$ cat config.mk
export PLATFORM = sky130hd
export DESIGN_NAME = rxq_space_acct
export DESIGN_NICKNAME = d
export VERILOG_FILES = /design/src/rtl/rxq_pkg.sv /design/src/rtl/rxq_len_fifo.sv /design/src/rtl/rxq_release_ctrl.sv /design/src/rtl/rxq_irq_flag.sv /design/src/rtl/rxq_space_acct.sv
export SDC_FILE = /design/constraint.sdc
export NUM_CORES = 1
export LEC_CHECK = 0
export ABC_AREA = 1
export BUFFER_PORTS_ARGS = -buffer_cell sky130_fd_sc_hd__buf_4
export CAP_MARGIN = 15
export CORE_MARGIN = 4
export CORE_UTILIZATION = 30
export CTS_BUF_LIST = sky130_fd_sc_hd__clkbuf_4 sky130_fd_sc_hd__clkbuf_8
export CTS_CLUSTER_SIZE = 10
export DETAILED_ROUTE_END_ITERATION = 16
export PLACE_DENSITY = 0.56
export SKIP_LAST_GASP = 1
export SLEW_MARGIN = 20
export SYNTH_ARGS = -nofsm -noshare
export SYNTH_HDL_FRONTEND = slang
export SYNTH_SLANG_ARGS = --single-unit
$ cat constraint.sdc
create_clock -name clk -period 4.95 [get_ports clk]
set_input_delay 0 -clock clk [delete_from_list [all_inputs] [get_ports clk]]
set_output_delay 0 -clock clk [all_outputs]
set_load 0.1 [all_outputs]
$ cat src/rtl/rxq_pkg.sv
package rxq_pkg;

    localparam int CAP_BYTES   = 4096;
    localparam int CNT_W       = 13;
    localparam int REG_W       = 16;
    localparam int LEN_DEPTH   = 16;
    localparam int REL_LAT     = 2;

    typedef logic [CNT_W-1:0] cnt_t;

    typedef struct packed {
        logic valid;
        cnt_t len;
    } frame_evt_t;

    typedef enum logic [1:0] {
        ADM_IDLE = 2'd0,
        ADM_TAKE = 2'd1,
        ADM_DROP = 2'd2
    } admit_t;

    // true when a frame of size len fits beside the bytes already held
    function automatic logic frame_fits(cnt_t held, cnt_t len);
        logic [CNT_W:0] sum;
        sum = {1'b0, held} + {1'b0, len};
        return sum <= (CNT_W+1)'(CAP_BYTES);
    endfunction

endpackage

$ cat src/rtl/rxq_len_fifo.sv
module rxq_len_fifo
    import rxq_pkg::*;
#(
    parameter int DEPTH = LEN_DEPTH
) (
    input  logic clk,
    input  logic rst,
    input  logic push,
    input  cnt_t push_len,
    input  logic pop,
    output cnt_t head_len,
    output logic empty,
    output logic full
);
    localparam int PTR_W = (DEPTH > 1) ? $clog2(DEPTH) : 1;
    localparam int OCC_W = $clog2(DEPTH + 1);

    cnt_t             mem [DEPTH];
    logic [PTR_W-1:0] wr_ptr, rd_ptr;
    logic [OCC_W-1:0] occ;

    assign empty    = (occ == '0);
    assign full     = (occ == OCC_W'(DEPTH));
    assign head_len = mem[rd_ptr];

    function automatic logic [PTR_W-1:0] nxt(logic [PTR_W-1:0] p);
        return (p == PTR_W'(DEPTH - 1)) ? '0 : p + 1'b1;
    endfunction

    always_ff @(posedge clk) begin
        if (rst) begin
            wr_ptr <= '0;
            rd_ptr <= '0;
            occ    <= '0;
        end else begin
            if (push) begin
                mem[wr_ptr] <= push_len;
                wr_ptr      <= nxt(wr_ptr);
            end
            if (pop) rd_ptr <= nxt(rd_ptr);
            case ({push, pop})
                2'b10:   occ <= occ + 1'b1;
                2'b01:   occ <= occ - 1'b1;
                default: occ <= occ;
            endcase
        end
    end

    p_no_push_full_r4: assert property (@(posedge clk) disable iff (rst)
        full && !pop |-> !push);
    p_no_pop_empty_r6: assert property (@(posedge clk) disable iff (rst)
        empty |-> !pop);

endmodule

$ cat src/rtl/rxq_release_ctrl.sv
module rxq_release_ctrl
    import rxq_pkg::*;
#(
    parameter int LAT = REL_LAT
) (
    input  logic clk,
    input  logic rst,
    input  logic wr,
    input  logic wdata,
    input  logic have_frame,
    output logic busy,
    output logic pop
);
    localparam int TMR_W = (LAT > 1) ? $clog2(LAT) : 1;

    logic [TMR_W-1:0] tmr;
    logic             start;

    assign start = wr && wdata && !busy && have_frame;
    assign pop   = busy && (tmr == '0);

    always_ff @(posedge clk) begin
        if (rst) begin
            busy <= 1'b0;
            tmr  <= '0;
        end else if (start) begin
            busy <= 1'b1;
            tmr  <= TMR_W'(LAT - 1);
        end else if (busy) begin
            if (tmr == '0) busy <= 1'b0;
            else           tmr  <= tmr - 1'b1;
        end
    end

    p_busy_holds_r6: assert property (@(posedge clk) disable iff (rst)
        busy && !pop |=> busy);
    p_pop_ends_busy_r5: assert property (@(posedge clk) disable iff (rst)
        pop |=> !busy);
    p_idle_write_starts_r5: assert property (@(posedge clk) disable iff (rst)
        !busy && wr && wdata && have_frame |=> busy);

endmodule

$ cat src/rtl/rxq_irq_flag.sv
module rxq_irq_flag (
    input  logic clk,
    input  logic rst,
    input  logic set,
    input  logic clr,
    output logic flag
);
    always_ff @(posedge clk) begin
        if (rst)      flag <= 1'b0;
        else if (set) flag <= 1'b1;
        else if (clr) flag <= 1'b0;
    end

    p_sticky_r8: assert property (@(posedge clk) disable iff (rst)
        flag && !clr |=> flag);
    p_set_wins_r8: assert property (@(posedge clk) disable iff (rst)
        set |=> flag);

endmodule

$ cat src/rtl/rxq_space_acct.sv
module rxq_space_acct
    import rxq_pkg::*;
(
    input  logic                clk,
    input  logic                rst,
    input  logic                frm_done,
    input  logic [CNT_W-1:0]    frm_len,
    input  logic                rel_wr,
    input  logic                rel_wdata,
    input  logic                irq_en,
    input  logic                irq_clr,
    output logic [REG_W-1:0]    avail_rd,
    output logic                rel_busy,
    output logic                rx_irq,
    output logic                frm_drop
);
    frame_evt_t evt;
    admit_t     decision;
    cnt_t       held;
    cnt_t       head_len;
    logic       fifo_empty, fifo_full, pop;
    logic [CNT_W:0] nxt_held;

    assign evt.valid = frm_done;
    assign evt.len   = frm_len;

    always_comb begin
        if (!evt.valid)                                    decision = ADM_IDLE;
        else if (!fifo_full && frame_fits(held, evt.len))  decision = ADM_TAKE;
        else                                               decision = ADM_DROP;
    end

    rxq_len_fifo #(.DEPTH(LEN_DEPTH)) u_len_fifo (
        .clk      (clk),
        .rst      (rst),
        .push     (decision == ADM_TAKE),
        .push_len (evt.len),
        .pop      (pop),
        .head_len (head_len),
        .empty    (fifo_empty),
        .full     (fifo_full)
    );

    rxq_release_ctrl #(.LAT(REL_LAT)) u_rel (
        .clk        (clk),
        .rst        (rst),
        .wr         (rel_wr),
        .wdata      (rel_wdata),
        .have_frame (!fifo_empty),
        .busy       (rel_busy),
        .pop        (pop)
    );

    rxq_irq_flag u_irq (
        .clk  (clk),
        .rst  (rst),
        .set  ((decision == ADM_TAKE) && irq_en),
        .clr  (irq_clr),
        .flag (rx_irq)
    );

    always_comb begin
        nxt_held = {1'b0, held};
        if (decision == ADM_TAKE) nxt_held = nxt_held + {1'b0, evt.len};
        if (pop)                  nxt_held = nxt_held - {1'b0, head_len};
    end

    always_ff @(posedge clk) begin
        if (rst) begin
            held     <= '0;
            frm_drop <= 1'b0;
        end else begin
            held     <= nxt_held[CNT_W-1:0];
            frm_drop <= (decision == ADM_DROP);
        end
    end

    assign avail_rd = {{(REG_W-CNT_W){1'b0}}, held};

    p_cap_r3: assert property (@(posedge clk) disable iff (rst)
        held <= cnt_t'(CAP_BYTES));
    p_drop_keeps_count_r3: assert property (@(posedge clk) disable iff (rst)
        (decision == ADM_DROP) && !pop |=> $stable(held));
    p_drop_pulse_r3: assert property (@(posedge clk) disable iff (rst)
        frm_drop |=> !frm_drop || $past(frm_done));
    p_release_lowers_r5: assert property (@(posedge clk) disable iff (rst)
        pop && (decision != ADM_TAKE) |=> held <= $past(held));

endmodule

==> run summary, run 1 <==
The flow ran to the end, and the final reports show no timing, DRC or antenna violations. The clock latency at the later pin of the worst-skew pair is 0.55 ns. The leakage dissipation came out at 5.38 nW. The post-CTS setup buffer count is 0.

The path class of the lowest-slack min-delay path is in2reg. The synthesis-to-finish area growth is 17.4%. The number of warnings reported in the yosys synthesis log came out at 0. The largest buffer count on any clock path is 3. Counting every sink on the clock net gives 242.

Clock-pin slew was measured on the worst setup and hold paths at 0.07 ns. The initial utilization of the core area, before any placement, comes to 30.7%. The startpoint identified for the worst register-to-register timing path is held[0]$_SDFF_PP0_. The number of hold-slack violations in the final timing report was 0. The via count of the first global-routing pass is 8,191.

The count of flip-flops with a built-in enable after synthesis came out at 208. The critical path required time came out at 5.39 ns. Yosys mapped the design onto 45 distinct sky130hd cell types. The number of placement rows came out at 71. The number of antenna diodes in the final layout is 0. The floorplan core area came out at 38,000 um^2. The worst clock skew on the final layout is 0.0229 ns.

The worst register-to-register path has a setup slack of 0.74 ns. For the worst setup path, the data arrival time is 4.65 ns. Global routing consumed, over all layers together, 14.8% of the routing resources. The number of search-and-repair iterations in the first detailed-routing pass came out at 5. The actual slew at the worst max-slew pin came out at 0.725 ns. The number of H-tree levels came out at 2.

The number of vias after detailed routing is 8,345. The synthesized design contains 242 register bits. The TritonCTS clock tree is done. The total wire length after detailed routing came out at 30,900 um. The total CTS buffers came out at 42. The reg-to-reg critical path endpoint is held[8]$_SDFF_PP0_. The sequential cells in the finished layout cover a total of 6930 um^2. The first-pass GRT wire length came out at 48,400 um. The die span in x is 205 um. Of the available clock period, the critical path in the final layout requires 85.0%. Dividing the synthesized area by the synthesized cell count gives 10.4 um^2. The netlist area before placement is 11,700 um^2. The number of design rule violations left after detail routing is 0. The post-route netlist has 13.1% of its cells at a drive strength greater than 1.

The number of top-level pins came out at 39. Routability-driven placement finished with a final weighted congestion of 0.903. The number of setup violations in the final report came out at 0. The number of standard cells after synthesis is 1,125. After routing, the total negative slack on setup checks comes to 0 ns. The worst slew margin relative to its limit came out at 51.6%. The max-slew violation count is 0. Entering global routing, the biggest net connects 77 pins. The die height came out at 205 um. The area of the die is 42,100 um^2.

The maximum fanout along the worst path came out at 24. The tool flagged a number of max-cap violations equal to 0. The worst setup path is captured at a flop. The start point of the worst min-delay path is irq_en. The mean routed wirelength per cell is 17.7 um.

For this run the aggregate overflow at the end of global routing stands at 0. The net count of the finished layout is 1,266. After clock tree synthesis, the repair step resized 0 gates. In this run the remaining antenna-violating nets after routing total 0.

The total area of multi-input combinational cells came out at 3940 um^2. For this design the ratio of total power to cell area is 514 nW/um^2. The number of cells on the worst reg-to-reg path is 29. After the first detailed-routing iteration, the DRC count stood at 677. The path with the worst hold slack has its endpoint at u_irq.flag$_SDFFE_PP0P_.

The most used flip-flop cell after synthesis is sky130_fd_sc_hd__edfxtp_1. Setup repair after global routing left no endpoint under its margin. The worst supply voltage drop on vdd is 548 uV.

The cell with the largest stage delay on the worst path is sky130_fd_sc_hd__fa_1. Summed over all nets, the half-perimeter wirelength after detailed placement is 20,600 um. The vias per cell is 4.77.

The kind of critical path is reg2reg. In this run the clock root is driven by a sky130_fd_sc_hd__clkbuf_8. The critical path startpoint category is a flop. The share of async-settable or async-resettable flops after synthesis came out at 0%.

The maximum clock frequency is 0.238 GHz. Counting stages on the worst path, the most repeated cell is sky130_fd_sc_hd__nand2_1. The utilization after layout came out at 36.0%. Fill cells in the final layout number 3,877.

The count of buffers inserted at the top-level ports is 35. The part of the Yosys area used for sequential elements came out at 59.4%. The number of cells on the worst hold path came out at 4. The post-route minimum period came out at 4.21 ns. For this run, the slowest stage of the critical path takes 0.43 ns. The initial antenna violation count came out at 0.
==> cell families after synthesis <==
logic type | synth area share, %
muxes | 4.57
and+or+nand+nor | 13.3
AOI/OAI and AO/OA | 11.2
adders and majority gates | 3.95
buffers and inverters | 6.85
xor gates and xnor gates | 0.741
DFF | 59.4
other | 0.0322
==> report_power, final <==
group          total, mW  internal (mW)  switching (mW)
logic               2.69          0.824            1.86
clock network       1.90           1.09           0.812
registers           2.45           2.33           0.114
total               7.03           4.25            2.79
==> per-layer routing <==
layer	global-route usage, %	vias to the layer above	wire [um]
met3	2.37	50	1670
met1	21.6	3988	14800
met2	22.5	239	13600
met4	4.50	0	740
met5	0	-	0
li1	-	4068	-
==> synth_stat cells, types with 2 or more instances <==
master	instances	area, um^2
sky130_fd_sc_hd__ha_1	32	400
sky130_fd_sc_hd__buf_1	6	22.5
sky130_fd_sc_hd__a21oi_2	2	17.5
sky130_fd_sc_hd__mux2_2	2	22.5
sky130_fd_sc_hd__o21ai_0	86	430
sky130_fd_sc_hd__nand4_1	17	106
sky130_fd_sc_hd__edfxtp_1	208	6250
sky130_fd_sc_hd__dfxtp_1	34	681
sky130_fd_sc_hd__xnor2_1	5	43.8
sky130_fd_sc_hd__o21bai_1	5	37.5
sky130_fd_sc_hd__nand3b_1	2	15.0
sky130_fd_sc_hd__a21o_1	2	15.0
sky130_fd_sc_hd__o211ai_1	47	353
sky130_fd_sc_hd__clkbuf_1	25	93.8
sky130_fd_sc_hd__nand3_1	65	325
sky130_fd_sc_hd__a21oi_1	78	390
sky130_fd_sc_hd__nand2_2	8	50.1
sky130_fd_sc_hd__inv_1	152	571
sky130_fd_sc_hd__clkinv_1	2	7.51
sky130_fd_sc_hd__mux2i_1	51	510
sky130_fd_sc_hd__nor3b_1	2	15.0
sky130_fd_sc_hd__nand3_2	4	40.0
sky130_fd_sc_hd__nand2_1	194	728
sky130_fd_sc_hd__nor2_2	2	12.5
sky130_fd_sc_hd__buf_2	10	50.1
sky130_fd_sc_hd__xor2_1	3	26.3
sky130_fd_sc_hd__nor3_1	3	15.0
sky130_fd_sc_hd__inv_2	4	15.0
sky130_fd_sc_hd__fa_1	3	60.1
sky130_fd_sc_hd__nor2_1	54	203
sky130_fd_sc_hd__buf_4	3	22.5
==> per-stage QoR <==
step	instances	power [mW]	hold slack, ns	area [um^2]	setup WS, ns
floorplan	1127	4.46	0.0989	11700	0.513
global placement	1658	5.15	0.197	12600	0.827
detailed placement	1658	5.14	0.207	12600	0.746
CTS	1749	7.10	0.143	13700	0.733
global route	1749	7.52	0.180	13700	0.245
finish	1749	7.03	0.193	13700	0.743
==> layout make-up <==
type                            instances  area share, %
Tap cell                              511           4.67
Timing Repair Buffer                   86           5.18
Clock buffer                           56           5.18
Inverter                              158           4.33
Sequential cell                       242           50.7
Multi-Input combinational cell        681           28.8
Clock inverter                         15           1.20
==> cell usage in the layout (no fill, tap or decap), types with 3 or more instances in the layout <==
master / synthesis / layout
sky130_fd_sc_hd__edfxtp_1: 208 / 208
sky130_fd_sc_hd__nand2_1: 194 / 194
sky130_fd_sc_hd__inv_1: 152 / 151
sky130_fd_sc_hd__o21ai_0: 86 / 86
sky130_fd_sc_hd__a21oi_1: 78 / 78
sky130_fd_sc_hd__nand3_1: 65 / 65
sky130_fd_sc_hd__buf_4: 3 / 65
sky130_fd_sc_hd__nor2_1: 54 / 54
sky130_fd_sc_hd__mux2i_1: 51 / 51
sky130_fd_sc_hd__o211ai_1: 47 / 47
sky130_fd_sc_hd__clkbuf_8: 0 / 46
sky130_fd_sc_hd__ha_1: 32 / 32
sky130_fd_sc_hd__dfxtp_1: 34 / 32
sky130_fd_sc_hd__dlygate4sd3_1: 0 / 20
sky130_fd_sc_hd__nand4_1: 17 / 17
sky130_fd_sc_hd__clkbuf_4: 0 / 10
sky130_fd_sc_hd__nand2_2: 8 / 8
sky130_fd_sc_hd__clkinv_1: 2 / 6
sky130_fd_sc_hd__inv_2: 4 / 5
sky130_fd_sc_hd__xnor2_1: 5 / 5
sky130_fd_sc_hd__o21bai_1: 5 / 5
sky130_fd_sc_hd__nand3_2: 4 / 4
sky130_fd_sc_hd__clkinv_2: 0 / 4
sky130_fd_sc_hd__xor2_1: 3 / 3
sky130_fd_sc_hd__nor3_1: 3 / 3
sky130_fd_sc_hd__fa_1: 3 / 3
sky130_fd_sc_hd__conb_1: 1 / 3
sky130_fd_sc_hd__clkinvlp_4: 0 / 3
sky130_fd_sc_hd__bufinv_16: 0 / 3
==> state kept, by name (all words and copies together), names as in the netlist, named ones only <==
signal,cells
u_len_fifo.mem,208
held,11
u_len_fifo.occ,5
u_len_fifo.rd_ptr,4
u_len_fifo.wr_ptr,4
frm_drop,1
u_irq.flag,1
u_rel.busy,1
u_rel.tmr,1
==> critical path, delay by kind of cell, from the launching register on <==
kind	cells	cell delay, ns
buffers and inverters	6	0.66
DFF	1	0.36
adders and majority gates	4	1.27
AOI/OAI and AO/OA	2	0.26
and+or+nand+nor	17	1.52
==> how the worst max path moves through the flow <==
| stage | from | endpoint | slack, ns | cells after the start |
|---|---|---|---|---|
| global placement | held[0]$_SDFF_PP0_ | held[7]$_SDFF_PP0_ | 0.83 | 27 |
| CTS | held[0]$_SDFF_PP0_ | held[8]$_SDFF_PP0_ | 0.73 | 29 |
| floorplan | held[0]$_SDFF_PP0_ | u_len_fifo.occ[4]$_SDFFE_PP0P_ | 0.51 | 25 |
| global route | held[0]$_SDFF_PP0_ | held[12]$_SDFF_PP0_ | 0.25 | 29 |
| detailed placement | held[0]$_SDFF_PP0_ | held[8]$_SDFF_PP0_ | 0.75 | 29 |
| finish | held[0]$_SDFF_PP0_ | held[8]$_SDFF_PP0_ | 0.74 | 29 |
==> timing repair <==
item	4_1_cts	5_1_grt
endpoints found under the hold margin	219	0
hold buffers	20	0
endpoints found under the setup margin	0	0
Note: power is estimated with default switching activity, not from simulation.
==> inputs of run 2 (changes only) <==
==> constraint.sdc (replaced) <==
create_clock -name clk -period 4.1 [get_ports clk]
set_input_delay 0 -clock clk [delete_from_list [all_inputs] [get_ports clk]]
set_output_delay 0 -clock clk [all_outputs]
set_load 0.1 [all_outputs]
==> run summary, run 2 (same netlist as run 1, synthesis figures left out) <==
The arrival time reported for the critical path endpoint came out at 4.23 ns (-0.42 ns). The number of filler instances in the final layout came out at 3,845 (-0.83%). The reg-to-reg critical path endpoint is held[8]$_SDFF_PP0_.

The critical path ends at held[8]$_SDFF_PP0_. The cell sitting at the root of the clock tree is a sky130_fd_sc_hd__clkbuf_8. The largest buffer count on any clock path was 3 (unchanged). The post-route worst setup slack came out at 0.298 ns (-0.446 ns). Leaving out fill and tap cells, the most frequent cell in the layout is sky130_fd_sc_hd__edfxtp_1.

The leakage dissipation is 5.45 nW (+1.3%). The maximum clock frequency came to 0.263 GHz (+11%). The initial DRC count is 597 (-12%). The total CTS buffers came to 43 (+2.4%). The worst slack at placement was -0.0527 ns (-0.799 ns). The cell seen most often among critical-path stages is sky130_fd_sc_hd__nand2_1. The sink count of the clock tree is 242 (unchanged). The library cells used most frequently in the layout, excluding fill and tap cells, are 208 x sky130_fd_sc_hd__edfxtp_1, 194 x sky130_fd_sc_hd__nand2_1, 151 x sky130_fd_sc_hd__inv_1, 85 x sky130_fd_sc_hd__o21ai_0, 81 x sky130_fd_sc_hd__buf_4. The fraction of power spent switching nets came to 40.2% (+0.60 points).

The overall power consumption was 8.49 mW (+21%). The floorplan core area came out at 38,000 um^2 (unchanged). Setup repair after global routing could not meet its margin everywhere. The cell area power density came out at 614 nW/um^2 (+19%). Among cell families on the critical path, the largest total delay comes from adder cells.

The die height is 205 um (unchanged). The via count of the first global-routing pass came out at 8,236 (+0.55%). The maximum fanout along the worst path came out at 10 (-58%). The critical path required time was 4.53 ns (-0.86 ns). The number of maximum-capacitance violations came to 0 (unchanged).

The worst setup path is launched from a flop. The number of placed cells counting well taps is 1,674 (+0.97%). The post-route clock period utilization is 92.7% (+7.8 points). The final instance count without filler cells was 1,774 (+1.4%). The fraction of power consumed by combinational cells came out at 39.8% (+1.6 points). The clock latency at the later pin of the worst-skew pair is 0.55 ns (about the same). The slack of the worst reg-to-reg path came to 0.30 ns (-0.45 ns). The stage delay of the slowest cell on the critical path is 0.56 ns (+0.13 ns). The register clock-pin slew on the reported worst setup and hold paths is 0.06 ns (about the same). The diode insertion count for antenna repair was 0 (unchanged). The HPWL after detailed placement came out at 20,700 um (+0.23%).

The number of design rule violations left after detail routing came out at 0 (unchanged). The vias per cell is 4.76 (-0.32%). The first-pass GRT wire length came out at 48,200 um (-0.36%). The clock share of power is 25.6% (-1.4 points). u_len_fifo.mem holds more flip-flops than any other register. In the final layout, the registers with the most flip-flops are u_len_fifo.mem (208), held (11), u_len_fifo.occ (5). The worst clock skew on the final layout is 0.0200 ns (-0.00286 ns). The overall track demand over capacity in global routing was 14.7% (-0.031 points). The initial antenna violation count came to 0 (unchanged). TritonCTS built the clock tree. The worst slew margin relative to its limit was 48.7% (-2.9 points).

The number of logic stages on the critical path including buffering is 26 (-10%). In this run the critical register-to-register path is launched from held[0]$_SDFF_PP0_. The number of vias after detailed routing came out at 8,437 (+1.1%). The mean routed wirelength per cell came out at 17.6 um (-0.46%).

The count of buffers inserted at the top-level ports came out at 35 (unchanged). The number of placement rows came out at 71 (unchanged). The post-route minimum period came out at 3.80 ns (-0.404 ns). The net count of the finished layout came to 1,284 (+1.4%).

The synthesis-to-finish area growth came out at 18.6%. The combined buffer and inverter count along the critical path came out at 5 (-1). The max-slew violation count came out at 0 (unchanged). The number of flip-flops in the largest register came out at 208 (unchanged).

STA classifies the critical path endpoint as a flop. The number of H-tree levels came out at 2 (unchanged). The initial core utilization came out at 30.7% (unchanged). The area of the die came out at 42,100 um^2 (unchanged).

Among all stages on the critical path, the largest delay is contributed by sky130_fd_sc_hd__fa_1. The actual slew at the worst max-slew pin came out at 0.767 ns (+0.0415 ns). The total area of multi-input combinational cells came out at 3970 um^2 (+0.83%).

The routability congestion estimate was 0.873 (-3.4%). The global-route congestion overflow total is 0 (unchanged). The critical path launch point is held[0]$_SDFF_PP0_. The residual antenna-violating net count after detailed routing is 0 (unchanged). The flow ran to the end, and the final reports show no timing, DRC or antenna violations.

The depth of the most critical reg-to-reg path came out at 26 (-10%). The maximum number of pins on one net before global-route repair is 48 (-38%). The worst supply voltage drop on vdd came out at 613 uV (+12%). The number of setup violations in the final report came out at 0 (unchanged).

The switching power summed over all nets came out at 3.42 mW (+23%). The total internal power came out at 5.07 mW (+19%). The share of total power in sequential cells is 34.6% (-0.2 points). The area used by sequential logic in the layout came out at 6940 um^2 (about the same).

The worst hold path belongs to the class in2reg. The total wire length after detailed routing came out at 31,200 um (+0.96%). The number of hold-slack violations in the final timing report came out at 0 (unchanged).

The number of top-level pins is 39 (unchanged). The die span in x came out at 205 um (unchanged). The kind of critical path is reg2reg. The utilization after layout came out at 36.4% (+0.37 points). The proportion of layout cells with a drive suffix above 1 came out at 14.6% (+1.5 points). The number of search-and-repair iterations in the first detailed-routing pass came out at 5 (unchanged).
## run 2: cell count changes in the layout (fill, tap and decap cells not counted), sizes merged
cell	delta
clkinvlp	-1
clkbuf	+1
bufinv	-2
buf	+17
clkinv	+10
## run 2: area by class of cell
cell class	instances	area share, %
tap	511	4.63
timing repair buffer	103	6.14
clock buffer	57	5.09
inverter	158	4.33
multi-input combinational	681	28.7
clock inverter	22	0.914
sequential	242	50.2
## run 2: per-layer routing
| layer | GRT usage [%] | routed length, um |
|---|---|---|
| met1 | 20.4 | 14400 |
| met2 | 24.6 | 14600 |
| met3 | 2.31 | 1750 |
| met4 | 3.04 | 426 |
| met5 | 0 | 0 |
## run 2: worst min-delay path by stage
| stage | depth (start not counted) | startpoint | to | slack, ns |
|---|---|---|---|---|
| after floorplan | 0 | frm_len[0] | u_len_fifo.mem[0][0]$_DFFE_PP_ | 0.1 |
| after global placement | 2 | irq_clr | u_irq.flag$_SDFFE_PP0P_ | 0.20 |
| after detailed placement | 2 | irq_clr | u_irq.flag$_SDFFE_PP0P_ | 0.20 |
| after CTS | 4 | irq_en | u_irq.flag$_SDFFE_PP0P_ | 0.16 |
| after global routing | 4 | irq_en | u_irq.flag$_SDFFE_PP0P_ | 0.20 |
| final | 4 | irq_en | u_irq.flag$_SDFFE_PP0P_ | 0.21 |
## run 2: metrics by stage
step | setup TNS [ns] | hold WS (ns) | area [um^2]
floorplan | -0.0108 | 0.0989 | 11700
global placement | -0.0455 | 0.197 | 12700
detailed placement | -0.0732 | 0.204 | 12700
CTS | 0 | 0.165 | 13800
global route | -0.258 | 0.197 | 13800
finish | 0 | 0.207 | 13800
## run 2: power groups by stage
stage	Combinational (mW)	Sequential, mW	Clock, mW
4_1_cts	3.31	2.94	2.24
6_report	3.38	2.94	2.17
3_3_place_gp	3.26	2.98	0
3_5_place_dp	3.26	2.99	0
5_1_grt	3.73	2.96	2.36
2_1_floorplan	2.03	3.37	0
## run 2: worst min-delay path: cells and delay by family
family	cells	cell delay [ns]
AO/OA/AOI/OAI	1	0.06
AND/OR/NAND/NOR	1	0.04
buffers and inverters	2	0.61
## run 2: timing repair
action | CTS | global route
setup buffers | 0 | 1
gates resized for setup | 1 | 9
hold buffers | 20 | 0
endpoints found under the hold margin | 213 | 0
setup endpoints to repair | 2 | 12
==> inputs of run 3 (changes only) <==
--- a/config.mk
+++ b/config.mk
@@ -10,7 +10,6 @@
 export CAP_MARGIN = 15
 export CORE_MARGIN = 4
 export CORE_UTILIZATION = 30
-export CTS_BUF_LIST = sky130_fd_sc_hd__clkbuf_4 sky130_fd_sc_hd__clkbuf_8
 export CTS_CLUSTER_SIZE = 10
 export DETAILED_ROUTE_END_ITERATION = 16
 export PLACE_DENSITY = 0.56
==> run summary, run 3 (same netlist as run 1, synthesis figures left out) <==
The run finished with clean final reports. The die span in x is 205 um (unchanged). The worst setup path is of the reg2reg kind.

The overall track demand over capacity in global routing came out at 14.6% (-0.14 points). The initial DRC count is 618 (+3.5%). The startpoint identified for the worst hold timing path is irq_en. TritonCTS built the clock tree. The cell at the root of the clock tree is sky130_fd_sc_hd__clkbuf_16.

The max-slew violation count is 0 (unchanged). The stage delay of the slowest cell on the critical path came out at 0.56 ns (about the same). The critical path required time came out at 4.53 ns (about the same). The cell area after placement was 12,700 um^2 (unchanged). The sink count of the clock tree came out at 242 (unchanged). The depth of the most critical reg-to-reg path is 26 (unchanged). Setup repair after global routing could not meet its margin everywhere. The die height was 205 um (unchanged). The HPWL after detailed placement came to 20,700 um (unchanged). The number of H-tree levels is 1 (-1). The worst clock skew on the final layout came to 0.0220 ns (+0.00201 ns). The top cell types in the final layout, fill and taps aside, are 208 x sky130_fd_sc_hd__edfxtp_1, 194 x sky130_fd_sc_hd__nand2_1, 151 x sky130_fd_sc_hd__inv_1, 85 x sky130_fd_sc_hd__o21ai_0, 81 x sky130_fd_sc_hd__buf_4.

The maximum clock frequency came out at 0.264 GHz (+0.20%). The tightest min-delay check is of the in2reg type. The slack of the worst reg-to-reg path is 0.31 ns (about the same).

The number of placement rows came out at 71 (unchanged). The initial core utilization is 30.7% (unchanged). The via count of the first global-routing pass came out at 7,987 (-3.0%).

The arrival time reported for the critical path endpoint is 4.23 ns (about the same). The floorplan core area is 38,000 um^2 (unchanged). The worst hold slack across all endpoints came out at 0.206 ns (-0.000897 ns). The vias per cell is 4.78 (+0.44%). The area of the die is 42,100 um^2 (unchanged). In this design, the largest share of critical-path delay is due to simple AND/OR/NAND/NOR gates. The cell area power density came to 623 nW/um^2 (+1.5%). In this run the critical register-to-register path is launched from held[0]$_SDFF_PP0_.

The initial antenna violation count was 1 (+1). The combined buffer and inverter count along the critical path is 3 (-2). The number of logic stages on the critical path including buffering came out at 26 (unchanged).

The total internal power came out at 5.24 mW (+3.3%). The synthesis-to-finish area growth is 18.5% (about the same). The total area of multi-input combinational cells is 3970 um^2 (about the same). The total wire length after detailed routing came out at 30,900 um (-0.82%). The worst slack at placement came out at -0.0527 ns (unchanged). The post-route minimum period is 3.79 ns (-0.00773 ns).

The worst register-to-register path ends at held[7]$_SDFF_PP0_. The register clock-pin slew on the reported worst setup and hold paths came out at 0.06 ns (about the same). The proportion of layout cells with a drive suffix above 1 came to 12.5% (-2.1 points). The slowest stage of the critical path belongs to the cell sky130_fd_sc_hd__fa_1.

The utilization after layout was 36.3% (about the same). The switching power summed over all nets is 3.37 mW (-1.3%). The number of search-and-repair iterations in the first detailed-routing pass came out at 5 (unchanged). The number of flip-flops in the largest register is 208 (unchanged).

The largest registers in the layout are u_len_fifo.mem (208), held (11), u_len_fifo.occ (5). The critical path capture point type is a flop. The fraction of power consumed by combinational cells is 39.1% (-0.7 points).

The post-route clock period utilization is 92.6% (-0.19 points). The number of filler instances in the final layout is 3,821 (-0.62%). The leakage dissipation is 5.42 nW (-0.53%).

The final instance count without filler cells was 1,738 (-2.0%). The post-route worst setup slack came out at 0.305 ns (+0.00773 ns). The net count of the finished layout is 1,270 (-1.1%). The global-route congestion overflow total came out at 0 (unchanged). The critical path startpoint category is a flop. The count of buffers inserted at the top-level ports is 35 (unchanged). The register with the most flip-flops is u_len_fifo.mem. The overall power consumption is 8.61 mW (+1.4%). The first-pass GRT wire length came to 47,700 um (-1.2%).

The number of placed cells counting well taps came out at 1,674 (unchanged). The cell seen most often among critical-path stages is sky130_fd_sc_hd__nand2_1. The maximum number of pins on one net before global-route repair came out at 48 (unchanged). The residual antenna-violating net count after detailed routing came out at 0 (unchanged). The number of setup violations in the final report came out at 0 (unchanged).

The mean routed wirelength per cell came out at 17.8 um (+1.2%). The fraction of power spent switching nets is 39.2% (-1.1 points). Leaving out fill and tap cells, the most frequent cell in the layout is sky130_fd_sc_hd__edfxtp_1. The number of vias after detailed routing is 8,302 (-1.6%). The worst slew margin relative to its limit came to 49.4% (+0.69 points). The number of hold-slack violations in the final timing report was 0 (unchanged). The clock latency at the later pin of the worst-skew pair came out at 0.55 ns (about the same). The path with the worst hold slack has its endpoint at u_irq.flag$_SDFFE_PP0P_. The total CTS buffers was 29 (-33%). The setup TNS came out at 0 ns (unchanged). The largest buffer count on any clock path is 3 (unchanged). The routability congestion estimate is 0.873 (unchanged). The worst supply voltage drop on vdd came to 526 uV (-14%). The number of cells on the worst hold path is 4 (unchanged).

The maximum fanout along the worst path came out at 14 (+4). The actual slew at the worst max-slew pin came out at 0.757 ns (-0.0103 ns). The number of top-level pins is 39 (unchanged). The area used by sequential logic in the layout is 6940 um^2 (unchanged).

The number of design rule violations left after detail routing came out at 0 (unchanged). The share of total power in sequential cells was 34.1% (-0.5 points). The post-route cell area came out at 13,800 um^2 (about the same). The clock share of power is 26.8% (+1.2 points).

The number of maximum-capacitance violations is 0 (unchanged). The diode insertion count for antenna repair came out at 0 (unchanged).
-- run 3: repair_timing --
item,in CTS,in global routing
setup endpoints to repair,2,12
resized for setup,1,8
buffers inserted,0,1
cloned,0,0
hold buffers,20,0
hold endpoints to repair,218,0
-- run 3: area by class of cell --
type                            count  area share (%)
Timing Repair Buffer              103            6.14
Multi-Input combinational cell    681            28.7
Clock buffer                       39            5.52
Sequential cell                   242            50.2
Tap cell                          511            4.63
Inverter                          158            4.33
Clock inverter                      4           0.462
-- run 3: metal layers --
metal	wire length, um	vias to the layer above	GRT usage [%]
met5	0	-	0
met4	483	0	2.58
met3	1640	33	2.25
met2	14500	211	24.4
met1	14300	3985	20.4
li1	-	4073	-
-- run 3: tightest hold or removal path, delay by kind of cell --
family | cells | cell delay, ns
simple gates | 1 | 0.04
compound gates | 1 | 0.06
buf+inv | 2 | 0.61
-- run 3: how the worst max path moves through the flow --
stage | from | endpoint | slack [ns]
after floorplan | held[3]$_SDFF_PP0_ | u_len_fifo.occ[4]$_SDFFE_PP0P_ | -0.01
after global placement | held[0]$_SDFF_PP0_ | held[7]$_SDFF_PP0_ | -0.05
after detailed placement | held[0]$_SDFF_PP0_ | held[7]$_SDFF_PP0_ | -0.05
after CTS | held[0]$_SDFF_PP0_ | held[8]$_SDFF_PP0_ | 0.07
after global routing | held[0]$_SDFF_PP0_ | held[7]$_SDFF_PP0_ | -0.06
final | held[0]$_SDFF_PP0_ | held[7]$_SDFF_PP0_ | 0.31
-- run 3: power by group through the flow --
stage	clock, mW	combinational (mW)	sequential [mW]
after global placement	0	3.26	2.98
after floorplan	0	2.03	3.37
after global routing	2.47	3.72	2.96
after CTS	2.38	3.31	2.94
after detailed placement	0	3.26	2.99
final	2.31	3.37	2.94
